File: src/rtl/sp_pkg.sv
package sp_pkg;
  // Bit positions of the status byte seen by the read path
  localparam int unsigned SB_WPEN = 7;
  localparam int unsigned SB_BPH  = 3;
  localparam int unsigned SB_BPL  = 2;
  localparam int unsigned SB_WEN  = 1;
  localparam int unsigned SB_BUSY = 0;

  // Field values that model non-volatile bits
  typedef struct packed {
    logic       wpen;
    logic [1:0] bp;
  } sp_nv_t;

  typedef enum logic [1:0] {
    LOCK_NONE    = 2'b00,
    LOCK_QUARTER = 2'b01,
    LOCK_HALF    = 2'b10,
    LOCK_ALL     = 2'b11
  } sp_lock_e;

  function automatic logic [7:0] sp_pack_status(input sp_nv_t nv, input logic wen);
    logic [7:0] s;
    s = '0;
    s[SB_WPEN] = nv.wpen;
    s[SB_BPH]  = nv.bp[1];
    s[SB_BPL]  = nv.bp[0];
    s[SB_WEN]  = wen;
    return s;
  endfunction

  function automatic sp_nv_t sp_unpack_nv(input logic [7:0] d);
    sp_nv_t nv;
    nv.wpen = d[SB_WPEN];
    nv.bp   = {d[SB_BPH], d[SB_BPL]};
    return nv;
  endfunction
endpackage

File: src/rtl/sp_wen_latch.sv
module sp_wen_latch (
  input  logic clk,
  input  logic rst_n,
  input  logic busy,
  input  logic set_cmd,
  input  logic clr_cmd,
  output logic wen
);
  logic busy_q;
  logic busy_end;

  assign busy_end = busy_q && !busy;

  always_ff @(posedge clk or negedge rst_n) begin
    if (!rst_n) begin
      busy_q <= 1'b0;
      wen    <= 1'b0;
    end else begin
      busy_q <= busy;
      if (busy_end) begin
        wen <= 1'b0;
      end else if (!busy) begin
        if (clr_cmd) begin
          wen <= 1'b0;
        end else if (set_cmd) begin
          wen <= 1'b1;
        end
      end
    end
  end
endmodule

File: src/rtl/sp_prot_map.sv
module sp_prot_map
  import sp_pkg::*;
(
  input  logic [1:0] bp,
  input  logic [1:0] addr_top,
  output logic       locked
);
  sp_lock_e lvl;
  assign lvl = sp_lock_e'(bp);

  always_comb begin
    unique case (lvl)
      LOCK_NONE:    locked = 1'b0;
      LOCK_QUARTER: locked = &addr_top;
      LOCK_HALF:    locked = addr_top[1];
      LOCK_ALL:     locked = 1'b1;
      default:      locked = 1'b1;
    endcase
  end
endmodule

File: src/rtl/sp_sr_stage.sv
module sp_sr_stage
  import sp_pkg::*;
(
  input  logic       clk,
  input  logic       rst_n,
  input  logic       sel,
  input  logic       busy,
  input  logic       wen,
  input  logic       hw_prot,
  input  logic       take,
  input  logic [7:0] data,
  output logic       commit,
  output sp_nv_t     commit_nv
);
  logic   sel_q;
  logic   pend;
  sp_nv_t pend_nv;
  logic   deselect;
  logic   unused_bits;

  assign unused_bits = ^{data[6:4], data[1:0]};
  assign deselect    = sel_q && !sel;
  assign commit      = deselect && pend && wen && !busy && !hw_prot;
  assign commit_nv   = pend_nv;

  always_ff @(posedge clk or negedge rst_n) begin
    if (!rst_n) begin
      sel_q   <= 1'b0;
      pend    <= 1'b0;
      pend_nv <= '0;
    end else begin
      sel_q <= sel;
      if (!sel || hw_prot) begin
        pend <= 1'b0;
      end else if (take) begin
        pend    <= 1'b1;
        pend_nv <= sp_unpack_nv(data);
      end
    end
  end
endmodule

File: src/rtl/sp_status_guard.sv
module sp_status_guard
  import sp_pkg::*;
#(
  parameter int unsigned ADDR_W   = 14,
  parameter logic [1:0]  RST_BP   = 2'b00,
  parameter logic        RST_WPEN = 1'b0
) (
  input  logic              clk,
  input  logic              rst_n,
  input  logic              sel,
  input  logic              busy,
  input  logic              wp_n,
  input  logic              cmd_wen_set,
  input  logic              cmd_wen_clr,
  input  logic              sr_wr_valid,
  output logic              sr_wr_ready,
  input  logic [7:0]        sr_wr_data,
  input  logic [ADDR_W-1:0] arr_addr,
  output logic [7:0]        status_byte,
  output logic              sr_wr_start,
  output logic              arr_wr_ok
);
  localparam int unsigned TOP  = ADDR_W - 1;
  localparam int unsigned LOWW = ADDR_W - 2;

  sp_nv_t nv_q;
  sp_nv_t nv_new;
  logic   wen;
  logic   hw_prot;
  logic   take;
  logic   commit;
  logic   locked;
  logic   unused_addr;

  assign unused_addr = ^arr_addr[LOWW-1:0];
  assign hw_prot     = !wp_n && nv_q.wpen;
  assign sr_wr_ready = !busy;
  assign take        = sr_wr_valid && sr_wr_ready && sel;

  sp_wen_latch wen_i (
    .clk     (clk),
    .rst_n   (rst_n),
    .busy    (busy),
    .set_cmd (cmd_wen_set),
    .clr_cmd (cmd_wen_clr),
    .wen     (wen)
  );

  sp_sr_stage stage_i (
    .clk       (clk),
    .rst_n     (rst_n),
    .sel       (sel),
    .busy      (busy),
    .wen       (wen),
    .hw_prot   (hw_prot),
    .take      (take),
    .data      (sr_wr_data),
    .commit    (commit),
    .commit_nv (nv_new)
  );

  sp_prot_map map_i (
    .bp       (nv_q.bp),
    .addr_top (arr_addr[TOP -: 2]),
    .locked   (locked)
  );

  always_ff @(posedge clk or negedge rst_n) begin
    if (!rst_n) begin
      nv_q.wpen   <= RST_WPEN;
      nv_q.bp     <= RST_BP;
      sr_wr_start <= 1'b0;
    end else begin
      sr_wr_start <= commit;
      if (commit) begin
        nv_q <= nv_new;
      end
    end
  end

  assign status_byte = busy ? 8'hFF : sp_pack_status(nv_q, wen);
  assign arr_wr_ok   = wen && !busy && !locked;
endmodule

File: config.mk
export PLATFORM = sky130hd
export DESIGN_NAME = sp_status_guard
export DESIGN_NICKNAME = d
export VERILOG_FILES = /design/src/rtl/sp_pkg.sv /design/src/rtl/sp_wen_latch.sv /design/src/rtl/sp_prot_map.sv /design/src/rtl/sp_sr_stage.sv /design/src/rtl/sp_status_guard.sv
export SDC_FILE = /design/constraint.sdc
export NUM_CORES = 1
export LEC_CHECK = 0
export ABC_AREA = 1
export CORE_MARGIN = 3
export CORE_UTILIZATION = 35
export CTS_CLUSTER_DIAMETER = 80
export CTS_CLUSTER_SIZE = 24
export DETAILED_ROUTE_END_ITERATION = 8
export DONT_BUFFER_PORTS = 1
export PLACE_DENSITY_LB_ADDON = 0.08
export SLEW_MARGIN = 0
export SYNTH_ARGS = -nofsm -noshare
export SYNTH_HDL_FRONTEND = slang
export SYNTH_SLANG_ARGS = --single-unit
File: constraint.sdc
create_clock -name clk -period 1.1 [get_ports clk]
set_input_delay 0.165 -clock clk [delete_from_list [all_inputs] [get_ports clk]]
set_output_delay 0.165 -clock clk [all_outputs]
set_load 0.01 [all_outputs]
* Word-level counts from Yosys, hierarchy flattened
Cells that the tools add are included.
** Cells by class
- Bitwise operators :: 1
- Div/mod/pow operators :: 0
- $add $sub $neg :: 0
- Muxes and demuxes :: 8
- Shift operators :: 0
- Reduce and logical (&&, ||, !) cells :: 23
- Multiply operators :: 0
- Eq/ne operators :: 4
- Magnitude comparators :: 0
** Operators by type and width (count)
- $logic_and 1x1->1 :: 11
- $mux 8 :: 1
- $mux 1 :: 6
- $reduce_and 2->1 :: 3
- $logic_not 1->1 :: 5
- $eq 2x2->1 const B :: 2
- $pmux 1 s4 :: 1
- $reduce_bool 3->1 :: 1
- $eq 2x1->1 const B :: 1
- $logic_not 2->1 :: 1
- $ne 2x1->1 const B :: 1
- $reduce_bool 2->1 :: 1
- $logic_or 1x1->1 :: 1
- $not 1->1 :: 1
** Storage, ports and cells
- Logic and storage cells :: 45
- Memory bits (writable) :: 0
- Bits in latches :: 0
- Memories :: 0
- Input bits :: 30
- Bits in registers :: 11
- Memory bits (read-only) :: 0

* Logic depth before layout (Yosys ltp)
- Depth after elaboration :: 6
- Mapped depth :: 6
- Depth with buffers taken out :: 6

* Hierarchy
Synthesis repeated with hierarchy kept, for this count alone.
** Second synthesis, totals
- Cell total of the unflattened synthesis :: 64
- Area, all modules :: 518.0 um2
** By module, submodules not included
- sp_sr_stage :: cells an instance 25, area each 217.7 um2, sequential area each 125.1 um2, times used 1
- sp_status_guard :: cells an instance 29, area each 216.5 um2, sequential area each 100.1 um2, times used 1
- sp_wen_latch :: cells an instance 7, area each 70.1 um2, sequential area each 50.0 um2, times used 1
- sp_prot_map :: cells an instance 3, area each 13.8 um2, sequential area each 0.0 um2, times used 1

* Least setup slack after synthesis
Ideal clock, no wire load.
- Path type :: register -> register
- Start :: register nv_q[2] (netlist bit)
- End :: register nv_q[2] (netlist bit)
- Required time :: 0.983 ns
- Clock period less this slack :: 0.905 ns
- Data arrival time :: 0.788 ns
- Stages on the path, launching flop included :: 5
- Slack :: 0.195 ns
- Setup time :: 0.117 ns
- Cell sequence :: dfrtp_1 -> a21oi_2 -> nand2_4 -> nand2_1 -> nand2_1
** On the way
- Longest elaborated chain between the ends :: 3
** RTL lines
- start, declared :: RTL line sp_status_guard.sv:26 : sp_nv_t nv_q;
- start signal, assigned :: RTL line sp_status_guard.sv:76 : nv_q <= nv_new;
- $logic_and 1x1->1 :: RTL line sp_status_guard.sv:36 : assign hw_prot = !wp_n && nv_q.wpen;
- $logic_not 1->1 :: RTL line sp_sr_stage.sv:23 : assign commit = deselect && pend && wen && !busy && !hw_prot;
- $logic_and 1x1->1 :: RTL line sp_sr_stage.sv:23
No other way between the ends.
A chain may end at the register's enable or synchronous reset.

* Worst setup path in the final report
- Start :: register nv_q[1] (netlist name)
- End :: output arr_wr_ok
** On the way
- Longest elaborated chain between the ends :: 4
** RTL lines
- $eq 2x2->1, or another cell as far along :: RTL line sp_prot_map.sv:12 : unique case (lvl)
- $pmux 1 s4 * :: RTL line sp_prot_map.sv:12
- $logic_not 1->1 * :: RTL line sp_status_guard.sv:82 : assign arr_wr_ok = wen && !busy && !locked;
- $logic_and 1x1->1 * :: RTL line sp_status_guard.sv:82
- end, declared :: RTL line sp_status_guard.sv:21 : output logic arr_wr_ok
Mark *: on every way between the ends. The rest lies on a longest branch, timed or not.

==> impl_metrics.tcl <==
set metrics [dict create \
    avgSynthCellArea_sq_um 8.74 \
    arrival_ns 0.98 \
    yosysWarnings 0 \
    drt_wl_total_mm 1.03 \
    holdCritStartpoint "sr_wr_data[7]" \
    die_w_microns 45.3 \
    crit_path_end_kind "primary output" \
    antenna_left 0 \
    start_util_pct 39.2 \
    maxCapViolCount 0 \
    cts_made_buffers 3 \
    grt_first_pass_wirelength_mm 1.52 \
    track_usage_pct 10.8 \
    rows 13 \
    cts_tree "done" \
    netlist_instances 62 \
    wl_per_cell_microns 12.1 \
    seq_area_frac_synth_pct 50.8 \
    antenna_found_initial 0 \
    die-area_sq_um 2060 \
    ys_types 15 \
    failed_checks "negative setup slack" \
    cp.required_ns 0.94 \
    syn_area_sq_um 542 \
    synth_fp_nets 92 \
    finalClockSkew_ns 0.00491 \
    layout.nets 101 \
    grt_max_degree 12 \
    io_pins 41 \
    hold_viol 0 \
    min_period_ns 1.15 \
    grt_setup_unrepaired "true" \
    relSlewSlack_pct 67.2 \
    grt-ovfl-total 0 \
    clkLatencyLatePin_ns 0.27 \
    max_freq_ghz 0.872 \
    area_growth_pct 19.6 \
    fillerInstances 153 \
    hold_depth 2 \
    synth_seq_cells 11 \
    n_antenna_cell 0 \
    place_inst 73 \
    top_layer_used "met4" \
    fin_cells 85 \
    grt_pass1_vias 359 \
    wl_met2_microns 476 \
    clock_path_buffers 2 \
    setup_viol 2 \
    die_h_microns 45.3 \
    setup_slack_ns -0.0470 \
    core_sq_um 1380 \
    hp-class "input port to flip-flop" \
    port_buffers 0 \
    cts-root-buf "clkbuf_4" \
    layout-drive-gt1-share_pct 34.3 \
    rrSetupSlack_ns 0.08 \
    worst_r2r_endpoint "nv_q[0]$_DFFE_PN0P_" \
    clk_pin_slew_ns 0.07 \
    path_class "flip-flop to primary output" \
    p_leak_nw 0.360 \
    utilization_pct 46.9 \
    worstHoldEndpoint "stage_i.commit_nv[2]$_DFFE_PN0P_" \
    finalCritPeriodShare_pct 104 \
    wl_met1_microns 434 \
    p_per_area_nw_per_um2 1360 \
    worstRegToRegCells 5 \
    worstMarginPinSlew_ns 0.491 \
    clkSinkCount 11 \
    timing.rr.start "nv_q[2]$_DFFE_PN0P_" \
    slew_viol_final 0 \
    start_kind "flip-flop" \
    wl_met3_microns 106 \
    vdd_drop_max_mv 0.885 \
    drc 0 \
    via_per_inst 4.84 \
    path_max_fanout 3 \
    detail_route.iter0.violations 5 \
    status "finished, violations left" \
    h-tree-depth 1 \
    num_vias 411 \
    place.gp.congestion 0.623 \
    drt_pre_antenna_iters 4 \
]
==> where the power goes <==
part	switching, mW	total, mW	leakage [nW]	internal, mW
logic	0.0821	0.149	0.203	0.0668
registers	0.0223	0.463	0.142	0.441
clock network	0.129	0.270	0.0150	0.140
==> synth_stat cells <==
library cell | instances | area, sq um
a21boi_1 | 1 | 7.51
a21oi_1 | 2 | 10.0
a21oi_2 | 1 | 8.76
buf_4 | 4 | 30.0
dfrtp_1 | 11 | 275
inv_1 | 3 | 11.3
inv_2 | 2 | 7.51
nand2_1 | 22 | 82.6
nand2_2 | 1 | 6.26
nand2_4 | 2 | 22.5
nand3_1 | 6 | 30.0
nor2_1 | 3 | 11.3
nor2_2 | 1 | 6.26
nor2_8 | 1 | 20.0
or2_2 | 2 | 12.5
==> routing by layer <==
metal / up-vias / track usage, %
met5: - / 0
met4: 0 / 3.51
met3: 2 / 6.37
met2: 21 / 15.3
met1: 184 / 13.6
li1: 204 / -
==> how the worst max path moves through the flow <==
stage                     slack [ns]  cells past startpoint                  end                start
after floorplan                 0.20                      4  nv_q[2]$_DFFE_PN0P_  nv_q[2]$_DFFE_PN0P_
final                          -0.05                      3            arr_wr_ok  nv_q[1]$_DFFE_PN0P_
after CTS                      -0.06                      3            arr_wr_ok  nv_q[1]$_DFFE_PN0P_
after detailed placement        0.11                      4  nv_q[0]$_DFFE_PN0P_  nv_q[2]$_DFFE_PN0P_
after global routing           -0.09                      3            arr_wr_ok  nv_q[1]$_DFFE_PN0P_
after global placement          0.11                      4  nv_q[2]$_DFFE_PN0P_  nv_q[2]$_DFFE_PN0P_
==> flip-flops by register name, summed over array words and instances, names as in the netlist <==
signal,count
stage_i.pend,1
nv_q,3
stage_i.commit_nv,3
stage_i.sel_q,1
wen_i.busy_q,1
sr_wr_start,1
wen_i.wen,1
==> cell families (layout without fill, tap and decap cells) <==
family	count (synthesis)	in the layout	synth area share [%]
AOI/OAI and AO/OA	4	4	4.85
buffers and inverters	9	17	9.01
and+or+nand+nor	38	38	35.3
DFF	11	11	50.8
==> placed cells by master, fill, tap and decap left out <==
master	instances
nand2_2	4
dfrtp_1	11
a21boi_1	1
nor2_2	1
inv_1	1
a21oi_4	1
buf_4	5
nor2_8	1
clkbuf_4	3
or2_4	2
clkbuf_1	1
nand2_4	2
nand3_1	6
nor2_1	3
a21oi_1	1
inv_2	4
a21oi_2	1
dlygate4sd3_1	3
nand2_1	19
==> final cells by class <==
type | instances | area, sq um | area share, %
Multi-Input combinational cell | 42 | 241 | 37.3
Inverter | 5 | 18.8 | 2.90
Timing Repair Buffer | 8 | 67.6 | 10.4
Sequential cell | 11 | 275 | 42.5
Clock buffer | 4 | 26.3 | 4.05
Tap cell | 15 | 18.8 | 2.90
==> timing repair <==
action	CTS	global route
gates cloned	0	0
setup buffers	4	1
endpoints found under the setup margin	3	8
endpoints found under the hold margin	13	0
pin swaps	2	2
resized for setup	4	5
hold buffers	3	0
==> metrics by stage <==
stage	TNS (ns)	instance area (sq um)	hold slack, ns	setup WS, ns	power (mW)
after floorplan	0	542	-0.131	0.195	0.563
after global placement	0	531	-0.130	0.111	0.563
after detailed placement	0	531	-0.130	0.113	0.565
after CTS	-0.0804	626	0.0333	-0.0568	0.887
after global routing	-0.138	648	0.0301	-0.0869	0.936
final	-0.0517	648	0.0417	-0.0470	0.882
==> critical path, stage by stage, from the launching register on <==
cell and delay [ns]:
dfrtp_1 0.41, inv_2 0.07, nand2_2 0.05, a21oi_2 0.19
No activity file was read; power rests on OpenSTA's default activity.
